===== config.mk =====
export PLATFORM = sky130hd
export DESIGN_NAME = irq_entry_seq
export DESIGN_NICKNAME = d
export VERILOG_FILES = /design/src/rtl/irq_entry_pkg.sv /design/src/rtl/irq_entry_fsm.sv /design/src/rtl/irq_entry_regs.sv /design/src/rtl/irq_entry_bus.sv /design/src/rtl/irq_entry_seq.sv
export SDC_FILE = /design/constraint.sdc
export NUM_CORES = 1
export LEC_CHECK = 0
export BUFFER_PORTS_ARGS = -buffer_cell sky130_fd_sc_hd__buf_4
export CORE_MARGIN = 4
export CORE_UTILIZATION = 53
export CTS_CLUSTER_SIZE = 12
export DETAILED_ROUTE_END_ITERATION = 7
export HOLD_SLACK_MARGIN = 0.02
export PLACE_DENSITY = 0.88
export RECOVER_POWER = 50
export SETUP_SLACK_MARGIN = 0.5
export SLEW_MARGIN = 5
export SYNTH_ARGS = -nofsm -noshare
export SYNTH_HDL_FRONTEND = slang
export SYNTH_SLANG_ARGS = --single-unit
export TNS_END_PERCENT = 1

===== constraint.sdc =====
create_clock -name clk -period 3.5 [get_ports clk]
set_clock_uncertainty 0.15 [all_clocks]
set_input_delay 0.525 -clock clk [delete_from_list [all_inputs] [get_ports clk]]
set_output_delay 0.525 -clock clk [all_outputs]
set_load 0.05 [all_outputs]

===== src/rtl/irq_entry_pkg.sv =====
package irq_entry_pkg;
    localparam int ADDR_W     = 20;
    localparam int DATA_W     = 8;
    localparam int FLG_W      = 12;
    localparam int SP_W       = 16;
    localparam int NUM_W      = 6;
    localparam int LVL_W      = 3;
    localparam int FLG_U      = 7;
    localparam int FLG_I      = 6;
    localparam int FLG_D      = 5;
    localparam int IPL_LSB    = 8;
    localparam int KEEP_U_MIN = 32;
    localparam int HOLD_A_LEN = 3;
    localparam int HOLD_B_LEN = 2;
    localparam int HOLD_CNT_W = $clog2(HOLD_A_LEN);
    localparam int VEC_HI_W   = ADDR_W - 2 * DATA_W;

    typedef enum logic [4:0] {
        ST_IDLE,
        ST_ACK_NUM,
        ST_ACK_LVL,
        ST_SAVE,
        ST_HOLD_A,
        ST_PUSH_F0,
        ST_PUSH_F1,
        ST_HOLD_B,
        ST_PUSH_P0,
        ST_PUSH_P1,
        ST_SET_IPL,
        ST_VEC0,
        ST_GAP0,
        ST_VEC1,
        ST_GAP1,
        ST_VEC2,
        ST_GAP2,
        ST_LOAD
    } ent_state_t;
endpackage


===== src/rtl/irq_entry_fsm.sv =====
module irq_entry_fsm
    import irq_entry_pkg::*;
(
    input  logic       clk,
    input  logic       rst_n,
    input  logic       irq_req,
    input  logic       at_boundary,
    input  logic       str_active,
    input  logic       swi_req,
    output ent_state_t state_q,
    output logic       start,
    output logic       suspend
);
    ent_state_t            state_d;
    logic [HOLD_CNT_W-1:0] cnt_q;
    logic                  idle;

    assign idle = (state_q == ST_IDLE);

    always_comb begin
        start   = idle && (swi_req || (irq_req && (at_boundary || str_active)));
        suspend = idle && !swi_req && irq_req && str_active && !at_boundary;
    end

    always_comb begin
        state_d = state_q;
        unique case (state_q)
            ST_IDLE:    if (start) state_d = ST_ACK_NUM;
            ST_ACK_NUM: state_d = ST_ACK_LVL;
            ST_ACK_LVL: state_d = ST_SAVE;
            ST_SAVE:    state_d = ST_HOLD_A;
            ST_HOLD_A:  if (cnt_q == HOLD_CNT_W'(HOLD_A_LEN - 1)) state_d = ST_PUSH_F0;
            ST_PUSH_F0: state_d = ST_PUSH_F1;
            ST_PUSH_F1: state_d = ST_HOLD_B;
            ST_HOLD_B:  if (cnt_q == HOLD_CNT_W'(HOLD_B_LEN - 1)) state_d = ST_PUSH_P0;
            ST_PUSH_P0: state_d = ST_PUSH_P1;
            ST_PUSH_P1: state_d = ST_SET_IPL;
            ST_SET_IPL: state_d = ST_VEC0;
            ST_VEC0:    state_d = ST_GAP0;
            ST_GAP0:    state_d = ST_VEC1;
            ST_VEC1:    state_d = ST_GAP1;
            ST_GAP1:    state_d = ST_VEC2;
            ST_VEC2:    state_d = ST_GAP2;
            ST_GAP2:    state_d = ST_LOAD;
            ST_LOAD:    state_d = ST_IDLE;
            default:    state_d = ST_IDLE;
        endcase
    end

    always_ff @(posedge clk or negedge rst_n) begin
        if (!rst_n) begin
            state_q <= ST_IDLE;
            cnt_q   <= '0;
        end else begin
            state_q <= state_d;
            cnt_q   <= (state_d != state_q) ? '0 : cnt_q + 1'b1;
        end
    end
endmodule


===== src/rtl/irq_entry_regs.sv =====
module irq_entry_regs
    import irq_entry_pkg::*;
(
    input  logic              clk,
    input  logic              rst_n,
    input  ent_state_t        state_q,
    input  logic              start,
    input  logic              swi_req,
    input  logic [NUM_W-1:0]  swi_num,
    input  logic [FLG_W-1:0]  flg_in,
    input  logic [ADDR_W-1:0] pc_in,
    input  logic [SP_W-1:0]   sp_in,
    input  logic [DATA_W-1:0] bus_rdata,
    output logic [FLG_W-1:0]  flg_q,
    output logic [FLG_W-1:0]  tmp_q,
    output logic [ADDR_W-1:0] pc_q,
    output logic [SP_W-1:0]   sp_q,
    output logic [NUM_W-1:0]  num_q,
    output logic              soft_q
);
    logic [LVL_W-1:0]  lvl_q;
    logic [ADDR_W-1:0] vec_q;
    logic              keep_u;

    assign keep_u = soft_q && (int'(num_q) >= KEEP_U_MIN);

    always_ff @(posedge clk or negedge rst_n) begin
        if (!rst_n) begin
            flg_q  <= '0;
            tmp_q  <= '0;
            pc_q   <= '0;
            sp_q   <= '0;
            num_q  <= '0;
            lvl_q  <= '0;
            vec_q  <= '0;
            soft_q <= 1'b0;
        end else begin
            unique case (state_q)
                ST_IDLE: if (start) begin
                    flg_q  <= flg_in;
                    pc_q   <= pc_in;
                    sp_q   <= sp_in;
                    soft_q <= swi_req;
                    if (swi_req) begin
                        num_q <= swi_num;
                        lvl_q <= flg_in[IPL_LSB +: LVL_W];
                    end
                end
                ST_ACK_NUM: if (!soft_q) num_q <= bus_rdata[NUM_W-1:0];
                ST_ACK_LVL: if (!soft_q) lvl_q <= bus_rdata[LVL_W-1:0];
                ST_SAVE: begin
                    tmp_q        <= flg_q;
                    flg_q[FLG_I] <= 1'b0;
                    flg_q[FLG_D] <= 1'b0;
                    if (!keep_u) flg_q[FLG_U] <= 1'b0;
                end
                ST_SET_IPL: flg_q[IPL_LSB +: LVL_W] <= lvl_q;
                ST_VEC0: vec_q[DATA_W-1:0]        <= bus_rdata;
                ST_VEC1: vec_q[2*DATA_W-1:DATA_W] <= bus_rdata;
                ST_VEC2: vec_q[ADDR_W-1:2*DATA_W] <= bus_rdata[VEC_HI_W-1:0];
                ST_LOAD: begin
                    pc_q <= vec_q;
                    sp_q <= sp_q - SP_W'(4);
                end
                default: ;
            endcase
        end
    end
endmodule


===== src/rtl/irq_entry_bus.sv =====
module irq_entry_bus
    import irq_entry_pkg::*;
#(
    parameter logic [ADDR_W-1:0] VEC_BASE = 20'h0FD00
) (
    input  ent_state_t        state_q,
    input  logic              soft_q,
    input  logic [NUM_W-1:0]  num_q,
    input  logic [FLG_W-1:0]  tmp_q,
    input  logic [ADDR_W-1:0] pc_q,
    input  logic [SP_W-1:0]   sp_q,
    output logic [ADDR_W-1:0] bus_addr,
    output logic              bus_rd,
    output logic              bus_wr,
    output logic [DATA_W-1:0] bus_wdata
);
    localparam int PAD_W = ADDR_W - SP_W;

    logic [ADDR_W-1:0] vec_addr;

    function automatic logic [ADDR_W-1:0] stk(input logic [SP_W-1:0] sp, input int off);
        logic [SP_W-1:0] a;
        a = sp - SP_W'(off);
        return {{PAD_W{1'b0}}, a};
    endfunction

    assign vec_addr = VEC_BASE + {{(ADDR_W-NUM_W-2){1'b0}}, num_q, 2'b00};

    always_comb begin
        bus_addr  = '0;
        bus_rd    = 1'b0;
        bus_wr    = 1'b0;
        bus_wdata = '0;
        unique case (state_q)
            ST_ACK_NUM, ST_ACK_LVL: bus_rd = !soft_q;
            ST_PUSH_F0: begin
                bus_wr = 1'b1; bus_addr = stk(sp_q, 2); bus_wdata = tmp_q[DATA_W-1:0];
            end
            ST_PUSH_F1: begin
                bus_wr = 1'b1; bus_addr = stk(sp_q, 1);
                bus_wdata = {pc_q[ADDR_W-1:2*DATA_W], tmp_q[FLG_W-1:DATA_W]};
            end
            ST_PUSH_P0: begin
                bus_wr = 1'b1; bus_addr = stk(sp_q, 4); bus_wdata = pc_q[DATA_W-1:0];
            end
            ST_PUSH_P1: begin
                bus_wr = 1'b1; bus_addr = stk(sp_q, 3); bus_wdata = pc_q[2*DATA_W-1:DATA_W];
            end
            ST_VEC0: begin bus_rd = 1'b1; bus_addr = vec_addr; end
            ST_VEC1: begin bus_rd = 1'b1; bus_addr = vec_addr + ADDR_W'(1); end
            ST_VEC2: begin bus_rd = 1'b1; bus_addr = vec_addr + ADDR_W'(2); end
            default: ;
        endcase
    end
endmodule


===== src/rtl/irq_entry_seq.sv =====
module irq_entry_seq
    import irq_entry_pkg::*;
#(
    parameter logic [ADDR_W-1:0] VEC_BASE = 20'h0FD00
) (
    input  logic              clk,
    input  logic              rst_n,
    input  logic              irq_req,
    input  logic              at_boundary,
    input  logic              str_active,
    input  logic              swi_req,
    input  logic [NUM_W-1:0]  swi_num,
    input  logic [FLG_W-1:0]  flg_in,
    input  logic [ADDR_W-1:0] pc_in,
    input  logic [SP_W-1:0]   sp_in,
    input  logic [DATA_W-1:0] bus_rdata,
    output logic [ADDR_W-1:0] bus_addr,
    output logic              bus_rd,
    output logic              bus_wr,
    output logic [DATA_W-1:0] bus_wdata,
    output logic [FLG_W-1:0]  flg_out,
    output logic [ADDR_W-1:0] pc_out,
    output logic [SP_W-1:0]   sp_out,
    output logic              busy,
    output logic              done,
    output logic              suspend
);
    ent_state_t       state_q;
    logic             start;
    logic             soft_q;
    logic [NUM_W-1:0] num_q;
    logic [FLG_W-1:0] tmp_q;

    irq_entry_fsm u_fsm (
        .clk(clk), .rst_n(rst_n), .irq_req(irq_req), .at_boundary(at_boundary),
        .str_active(str_active), .swi_req(swi_req), .state_q(state_q),
        .start(start), .suspend(suspend)
    );

    irq_entry_regs u_regs (
        .clk(clk), .rst_n(rst_n), .state_q(state_q), .start(start),
        .swi_req(swi_req), .swi_num(swi_num), .flg_in(flg_in), .pc_in(pc_in),
        .sp_in(sp_in), .bus_rdata(bus_rdata), .flg_q(flg_out), .tmp_q(tmp_q),
        .pc_q(pc_out), .sp_q(sp_out), .num_q(num_q), .soft_q(soft_q)
    );

    irq_entry_bus #(.VEC_BASE(VEC_BASE)) u_bus (
        .state_q(state_q), .soft_q(soft_q), .num_q(num_q), .tmp_q(tmp_q),
        .pc_q(pc_out), .sp_q(sp_out), .bus_addr(bus_addr), .bus_rd(bus_rd),
        .bus_wr(bus_wr), .bus_wdata(bus_wdata)
    );

    always_comb begin
        busy = (state_q != ST_IDLE);
        done = (state_q == ST_LOAD);
    end
endmodule


=== After elaboration in Yosys (flattened, before gate mapping) ===
Cells that the tools add are included.

* Add/sub/neg operators: 8
* Bitwise operators: 0
* Reduce and logical (&&, ||, !) cells: 29
* Muxes and demuxes: 25
* $mul: 0
* Shift operators: 0
* Div/mod/pow operators: 0
* Equal/unequal tests: 25
* $lt $le $gt $ge: 1

{| class="wikitable"
|+ Operator list
! kind !! count
|-
| $pmux W20 S7 || 1
|-
| $pmux W5 S17 || 1
|-
| $eq A5 B4 Y1 const B || 8
|-
| $pmux W20 S2 || 1
|-
| $pmux W16 S2 || 1
|-
| $pmux W8 S4 || 1
|-
| $sub A16 B2 Y16 const B || 2
|-
| $add A20 B1 Y20 const B || 1
|-
| $add A20 B2 Y20 const B || 1
|-
| $eq A5 B3 Y1 const B || 4
|-
| $mux W20 || 1
|-
| $mux W6 || 3
|-
| $pmux W3 S2 || 3
|-
| $add A16 B8 Y17 const A || 1
|-
| $mux W16 || 1
|-
| $sub A16 B1 Y16 const B || 1
|-
| $sub A16 B3 Y16 const B || 1
|-
| $mux W5 || 3
|-
| $pmux W6 S2 || 1
|-
| $mux W11 || 1
|-
| $eq A5 B2 Y1 const B || 2
|-
| $eq A5 B5 Y1 const B || 2
|-
| $ne A2 B2 Y1 const B || 5
|-
| $reduce_bool A2 Y1 || 5
|-
| 21 further kinds || 37
|}

* Input port bits: 68
* Memories kept: 0
* Memory bits (read-only): 0
* Word-level logic and storage cells: 103
* Flip-flop bits (word level): 97
* Bits in latches: 0
* Bits in writable memories: 0
* Output and inout bits: 81

=== Logic depth before layout (Yosys ltp) ===
Gate-level depths: netlist of run 1.

* Depth after elaboration: 8
* Depth in mapped cells: 10
* Depth with buffers taken out: 9

=== Modules after synthesis ===
A second synthesis of run 1 with hierarchy kept.

* Cells, all modules: 627
* Area total of the unflattened synthesis: 5,915.7 um^2

{| class="wikitable"
|+ By module, submodules not included
! module !! area an instance (um^2) !! cells an instance !! instances
|-
| irq_entry_regs || 4,091.4 || 365 || 1
|-
| irq_entry_bus || 1,365.1 || 212 || 1
|-
| irq_entry_fsm || 435.4 || 46 || 1
|-
| irq_entry_seq || 23.8 || 4 || 1
|}

=== Worst setup path before layout of run 1 ===
Ideal clock, no wire load.

* Kind: register to output
* From: register u_fsm.state_q[3]
* To: output bus_addr[11]
* Stages on the path, launching flop included: 10
* Data arrival time: 2.921 ns
* Path slack: -0.096 ns
* Data required time: 2.825 ns
* Path buffers: 1
* Path through: dfrtp_1 -> clkbuf_1 -> or3b_1 -> nor2_1 -> inv_1 -> ha_1 -> a21o_1 -> a21oi_1 -> o22ai_1 -> o221ai_1

* Word-level cells in the longest chain between the ends: 2
* Elaborated cells between the ends (all ways): 8

{| class="wikitable"
|+ RTL lines
! item !! line !! source
|-
| from (decl) || irq_entry_fsm.sv:10 || <nowiki>output ent_state_t state_q,</nowiki>
|-
| from (signal assigned) || irq_entry_fsm.sv:55 || <nowiki>state_q <= state_d;</nowiki>
|-
| $eq A5 B4 Y1 / $eq A5 B3 Y1 (equally long branches) || irq_entry_bus.sv:34 || <nowiki>unique case (state_q)</nowiki>
|-
| $pmux W20 S7 (*) || irq_entry_bus.sv:34 ||
|-
| to (decl) || irq_entry_seq.sv:17 || <nowiki>output logic [ADDR_W-1:0] bus_addr,</nowiki>
|}

Mark *: on every way between the ends. The rest lies on a longest branch, timed or not.

=== Worst setup path after layout of run 1 ===
* From: register u_fsm.state_q[1]
* To: output bus_addr[11]

The elaborated chain is that of the path after synthesis.

==> results of run 1 <==
==> final cells by class <==
cell class / count / area share
clock inverters: 6 / 0.0129
inverters: 15 / 0.00805
flip-flops and latches: 97 / 0.348
clock buffers: 10 / 0.0182
multi-input cells: 473 / 0.412
repair buffers: 182 / 0.178
well taps: 133 / 0.0238
==> logic make-up (layout without fill, tap and decap cells) <==
kind of cell	count (synthesis)	after routing
buffers and inverters	58	213
muxes	33	33
DFF	97	97
AOI/OAI and AO/OA	151	151
other	1	4
adders and majority gates	6	6
xor gates and xnor gates	11	11
and+or+nand+nor	268	268
==> per-stage QoR <==
stage               setup slack, ps   util  cells  cell area [sq um]  total power (W)
finish                          112  0.709    916               7000          0.00803
global route                   47.4  0.709    916               7000          0.00846
CTS                             207  0.721    915               7110          0.00813
detailed placement              401  0.683    891               6740          0.00714
global placement                467  0.683    891               6740          0.00703
floorplan                     -44.0      -    628               5460          0.00552
==> worst register-to-register path, stage by stage, from the launching register on <==
cell,delay (ps)
dfrtp_1,390
clkbuf_4,130
buf_4,180
or2_1,360
or3_1,410
buf_4,290
nand2_1,520
a21oi_1,140
a311oi_1,270
==> state kept, by name, summed over array words and instances, names as in the netlist <==
name           flops
u_fsm.cnt_q        2
u_regs.flg_q      12
u_regs.lvl_q       3
u_regs.pc_q       20
u_regs.sp_q       16
u_regs.tmp_q      12
u_fsm.state_q      5
u_regs.num_q       6
u_regs.vec_q      20
u_regs.soft_q      1
==> cell usage after synthesis, types with 2 or more instances <==
| cell | number |
|---|---|
| o221ai_1 | 3 |
| o21ai_0 | 20 |
| a22oi_1 | 19 |
| a21oi_1 | 32 |
| a31oi_1 | 20 |
| a221oi_1 | 3 |
| or2_1 | 2 |
| o32ai_1 | 3 |
| buf_4 | 4 |
| nor4bb_1 | 2 |
| o211ai_1 | 6 |
| or3b_1 | 2 |
| inv_1 | 15 |
| buf_6 | 2 |
| xor2_1 | 5 |
| o22ai_1 | 14 |
| nand2b_1 | 7 |
| nor3_1 | 14 |
| clkbuf_1 | 32 |
| nand4_1 | 3 |
| a311oi_1 | 9 |
| mux2_2 | 32 |
| nor2_1 | 82 |
| or2_2 | 2 |
| ha_1 | 5 |
| nor3b_1 | 3 |
| buf_1 | 2 |
| a221o_1 | 2 |
| dfrtp_1 | 97 |
| or4_1 | 3 |
| a21o_1 | 3 |
| nand2_1 | 108 |
| xnor2_1 | 6 |
| a211o_1 | 4 |
| nand3_1 | 14 |
| buf_2 | 2 |
| or3_1 | 10 |
| nor2b_1 | 3 |
| nor4_1 | 7 |
| a211oi_1 | 3 |
==> final timing paths <==
path | cells after the start | to | slack, ps | startpoint
min | 3 | u_regs.flg_q[5]$_DFFE_PN0P_ | 190 | flg_in[5]
min reg2reg | 1 | u_fsm.cnt_q[0]$_DFF_PN0_ | 320 | u_fsm.cnt_q[0]$_DFF_PN0_
max reg2reg | 8 | u_regs.sp_q[14]$_DFFE_PN0P_ | 580 | u_fsm.state_q[2]$_DFF_PN0_
max in group asynchronous | 2 | u_regs.vec_q[5]$_DFFE_PN0P_ | 980 | rst_n
max | 10 | bus_addr[11] | 110 | u_fsm.state_q[1]$_DFF_PN0_
min in group asynchronous | 1 | u_regs.sp_q[13]$_DFFE_PN0P_ | 290 | rst_n
==> power groups by stage <==
| stage | Combinational [W] | Clock, W | Sequential [W] |
|---|---|---|---|
| CTS | 0.00514 | 0.000812 | 0.00217 |
| detailed placement | 0.00493 | 0 | 0.00221 |
| global route | 0.00535 | 0.000855 | 0.00225 |
| floorplan | 0.00257 | 0 | 0.00295 |
| global placement | 0.00485 | 0 | 0.00218 |
| finish | 0.00503 | 0.000804 | 0.00219 |
==> repair_timing <==
item,4_1_cts,5_1_grt
gates resized for setup,24,3
pin swaps,5,5
endpoints found under the setup margin,21,32
cloned,0,0
hold endpoints to repair,0,0
setup buffers,8,1
==> layer usage <==
| metal | routed length [um] | GRT usage |
|---|---|---|
| met3 | 1500 | 0.0503 |
| met4 | 671 | 0.134 |
| met5 | 0 | 0 |
| met1 | 7180 | 0.412 |
| met2 | 8800 | 0.518 |
==> results.py, run 1 <==
metrics = {
    "status": {
        "status": "completed",
    },
    "finish": {
        "mostFrequentLayoutCells": "buf_4 (142), nand2_1 (108), dfrtp_1 (92)",
        "fillCellCount": 765,
        "syn_to_final_growth_pct": 28.8,
        "antenna_cells": 0,
        "drive_above_1_share": 0.285,
        "layout_commonest_cell": "buf_4",
        "final-seq-area_sq_um": 2430,
        "multi_input_area_sq_um": 2880,
        "nets": 852,
    },
    "power": {
        "pwr-share-comb": 0.627,
        "p_leak_nw": 3.14,
        "power.internal_w": 0.00368,
        "power_switching_share": 0.542,
        "switchingPower_w": 0.00435,
        "vdd_drop_max_v": 0.000753,
        "pwr-share-clk": 0.100,
        "seq_power_share": 0.273,
        "power_density_nw_per_um2": 1150,
    },
    "synth": {
        "avgSynthCellArea_sq_um": 8.69,
        "async_flop_share": 1.00,
        "synth_cells": 625,
        "synthDistinctLibCells": 60,
        "synthAdderAreaFrac": 0.0152,
        "synth_edf_count": 0,
        "synth_top_area_frac": 0.447,
        "ys_seq_area_frac": 0.447,
        "synth_seq_cells": 97,
        "yosys.area_share.simple": 0.221,
        "synth_top_family_by_area": "simple AND/OR/NAND/NOR gates",
        "ys.flop_type": "dfrtp_1",
        "yosysWarnings": 0,
        "synth-compound-area-share": 0.184,
        "synth_area_sq_um": 5430,
        "synthTopCellsByArea": "dfrtp_1 (45%), nand2_1 (7.5%), mux2_2 (6.6%)",
        "synthXorXnorAreaFrac": 0.0177,
        "synth_mux_area_frac": 0.0682,
        "synth_top_area_cell": "dfrtp_1",
    },
    "critical_path": {
        "cp_cell_sequence": "or3b_4 > nor2_4 > inv_2 > ha_4 > a21o_4 > buf_4 > a21oi_1 > o22ai_1 > o221ai_2 > buf_4",
        "end_kind": "output port",
        "critPathLaunchType": "register",
        "cp_top_family": "compound AO/OA/AOI/OAI gates",
        "path_class": "register to output port",
        "slowest_delay_ps": 430,
        "cp_common_cell": "buf_4",
        "crit_path_max_fanout": 4,
        "worstPathRequired_ps": 2820,
        "crit_slowest_cell": "or3b_4",
        "crit_arrival_ps": 2710,
        "path_buf_inv": 3,
    },
    "route": {
        "routed_wl_um": 18200,
        "drt-initial-drc-count": 628,
        "wl_per_cell_um": 19.8,
        "via_per_inst": 6.13,
        "ant_nets": 0,
        "first_pass_iters": 7,
        "vias": 5618,
        "drc_errors": 0,
    },
    "clocking": {
        "hold_buffers": 0,
        "cts_tree": "built",
        "cts_buffers": 9,
        "cts-root-buf": "clkbuf_8",
        "clockBufferDepth": 2,
        "cts.sinks": 97,
        "htreeDepth": 3,
        "clk_pin_slew_ps": 100,
        "worstSkewPairLatency_ps": 360,
    },
    "global_routing": {
        "first_global_vias": 5601,
        "gr-total-overflow": 0,
        "grt_pass1_wl_um": 29000,
        "antenna_found_initial": 0,
        "grt_max_degree": 52,
        "grt_usage": 0.314,
    },
    "sta": {
        "max_slew_margin": 0.0622,
        "rsz0062_at_grt": "yes",
        "drv_slew": 0,
        "setup_viol": 0,
        "worstMarginPinSlew_ps": 1410,
        "fmax_ghz": 0.295,
        "hold_violations": 0,
        "fin_crit_ps": 3390,
        "period_share": 0.968,
        "tns_ps": 0,
        "timing.hold.ws_ps": 195,
    },
    "floorplan": {
        "row_count": 36,
        "initial_core_util": 0.551,
        "die_area_sq_um": 11900,
        "core_area_sq_um": 9860,
        "die_w_um": 109,
        "die_y_um": 109,
        "io-pin-count": 149,
    },
    "flow_run": {
        "drv_cap": 0,
    },
    "placement": {
        "gp_routability_congestion": 0.927,
        "portBuffers": 144,
        "hpwl_um": 13200,
    },
    "hold_path": {
        "worstHoldPathType": "primary input to register",
    },
}
No activity file was read; power rests on OpenSTA's default activity.
==> inputs of run 2 (changes only) <==
Settings changed: RECOVER_POWER 50 to unset.
==> run 2 against run 1 <==
Against the previous run: register-to-register slack is essentially flat; critical path depth is the same; sequential power is essentially flat; critical endpoint unchanged; utilization grew 1.4 points; global-route usage is the same; die area is the same; setup slack gained 9.5 ps; largest cell class unchanged; first-iteration DRC count shrank 8.1%; wire length grew 0.47%; sequential share of layout area shrank 0.65 points; cell area grew 1.9%; sequential cell count is the same; largest power group unchanged.
==> results.py, run 2 (synthesis gave the netlist of run 1 again) <==
metrics = {
    "critical_path": {
        "path_class": "register to output port",
        "critPathLaunchType": "register",
        "end_kind": "output port",
        "worstPathRequired_ps": 2820,
        "crit_path_max_fanout": 4,
        "crit_arrival_ps": 2700,
    },
    "finish": {
        "drive_above_1_share": 0.330,
        "final_cells": 916,
        "largestRegisters": "u_regs.pc_q: 20 flops, u_regs.vec_q: 20 flops, u_regs.sp_q: 16 flops",
        "layout_commonest_cell": "buf_4",
        "mostFrequentLayoutCells": "buf_4 (179), nand2_1 (108), dfrtp_1 (92)",
        "antenna_cells": 0,
        "final_cell_area_sq_um": 7130,
        "syn_to_final_growth_pct": 31.2,
        "nets": 852,
    },
    "global_routing": {
        "gr-total-overflow": 0,
        "grt_max_degree": 52,
        "grt_usage": 0.314,
        "first_global_vias": 5601,
        "grt_pass1_wl_um": 29000,
        "antenna_found_initial": 0,
    },
    "clocking": {
        "cts-root-buf": "clkbuf_8",
        "clk_pin_slew_ps": 100,
        "cts_tree": "built",
        "cts.sinks": 97,
        "htreeDepth": 3,
        "worstSkewPairLatency_ps": 360,
        "clockBufferDepth": 2,
        "cts_buffers": 9,
    },
    "route": {
        "first_pass_iters": 7,
        "drc_errors": 0,
        "wl_per_cell_um": 19.9,
        "drt-initial-drc-count": 577,
        "via_per_inst": 6.18,
        "routed_wl_um": 18200,
        "vias": 5664,
        "ant_nets": 0,
    },
    "sta": {
        "hold_violations": 0,
        "drv_slew": 0,
        "worstMarginPinSlew_ps": 882,
        "period_share": 0.965,
        "fmax_ghz": 0.296,
        "max_slew_margin": 0.410,
        "setup_viol": 0,
        "fin_crit_ps": 3380,
        "tns_ps": 0,
        "rsz0062_at_grt": "yes",
    },
    "floorplan": {
        "io-pin-count": 149,
        "die_w_um": 109,
        "row_count": 36,
        "core_area_sq_um": 9860,
        "die_y_um": 109,
        "initial_core_util": 0.551,
        "die_area_sq_um": 11900,
    },
    "status": {
        "status": "completed",
    },
    "flow_run": {
        "drv_cap": 0,
    },
    "power": {
        "p_total_w": 0.00821,
        "power_density_nw_per_um2": 1150,
        "vdd_drop_max_v": 0.000758,
        "p_leak_nw": 3.27,
    },
    "placement": {
        "hpwl_um": 13200,
        "gp_routability_congestion": 0.927,
        "dp.cells": 891,
        "portBuffers": 144,
        "placed_area_sq_um": 6740,
    },
    "hold_path": {
        "worstHoldPathType": "primary input to async pin",
    },
}
==> run 2: cell count changes in the layout (fill, tap and decap cells not counted) <==
cell / before / now
buf_4: 142 / 179
clkbuf_4: 1 / 0
clkbuf_1: 36 / 1
clkbuf_2: 1 / 0
==> run 2: area by class of cell <==
class                           count  area, sq um
Clock buffer                       10          128
Clock inverter                      6         90.1
Fill cell                         715         2730
Inverter                           15         56.3
Multi-Input combinational cell    473         2880
Sequential cell                    97         2430
Tap cell                          133          166
Timing Repair Buffer              182         1380
==> run 2: path summary, 6_finish.rpt <==
kind,start,end,slack [ps],cells after the start
max,u_fsm.state_q[1]$_DFF_PN0_,bus_addr[11],120,10
min,rst_n,u_regs.sp_q[13]$_DFFE_PN0P_,40,1
max reg2reg,u_fsm.state_q[2]$_DFF_PN0_,u_regs.sp_q[14]$_DFFE_PN0P_,570,8
min reg2reg,u_fsm.cnt_q[0]$_DFF_PN0_,u_fsm.cnt_q[0]$_DFF_PN0_,320,1
max in group asynchronous,rst_n,u_regs.vec_q[5]$_DFFE_PN0P_,2340,2
min in group clk,flg_in[5],u_regs.flg_q[5]$_DFFE_PN0P_,200,3
==> run 2: what timing repair did <==
item,in CTS,in global routing
buffers inserted,8,1
endpoints found under the setup margin,21,32
endpoints found under the hold margin,0,0
gates resized for setup,24,3
pin swaps,5,5
hold buffers,0,0
cloned,0,0
==> run 2: layer usage <==
layer / GRT usage / vias up / share of wire
met1: 0.412 / 2711 / 0.39
met2: 0.518 / 373 / 0.49
li1: - / 2529 / -
met3: 0.0503 / 51 / 0.093
met5: 0 / - / 0
met4: 0.134 / 0 / 0.033
==> run 2: power by group <==
group,leakage [nW],switching [W],internal [W]
clock,0.107,0.000399,0.000407
sequential,1.15,0.000534,0.00167
combinational,2.01,0.00343,0.00177
==> run 2: per-stage QoR <==
stage / util / setup WS, ps / hold slack, ps
finish: 0.723 / 122 / 41.9
floorplan: - / -44.0 / 79.4
detailed placement: 0.683 / 401 / 318
global route: 0.723 / 47.4 / 87.3
global placement: 0.683 / 467 / 295
CTS: 0.721 / 207 / 51.4
==> run 2: critical path, stage by stage, from the launching register on <==
cell and delay (ps):
dfrtp_1 390, or3b_4 430, nor2_4 140, inv_2 60
ha_4 210, a21o_4 230, buf_4 150, a21oi_1 200
o22ai_1 120, o221ai_2 190, buf_4 230
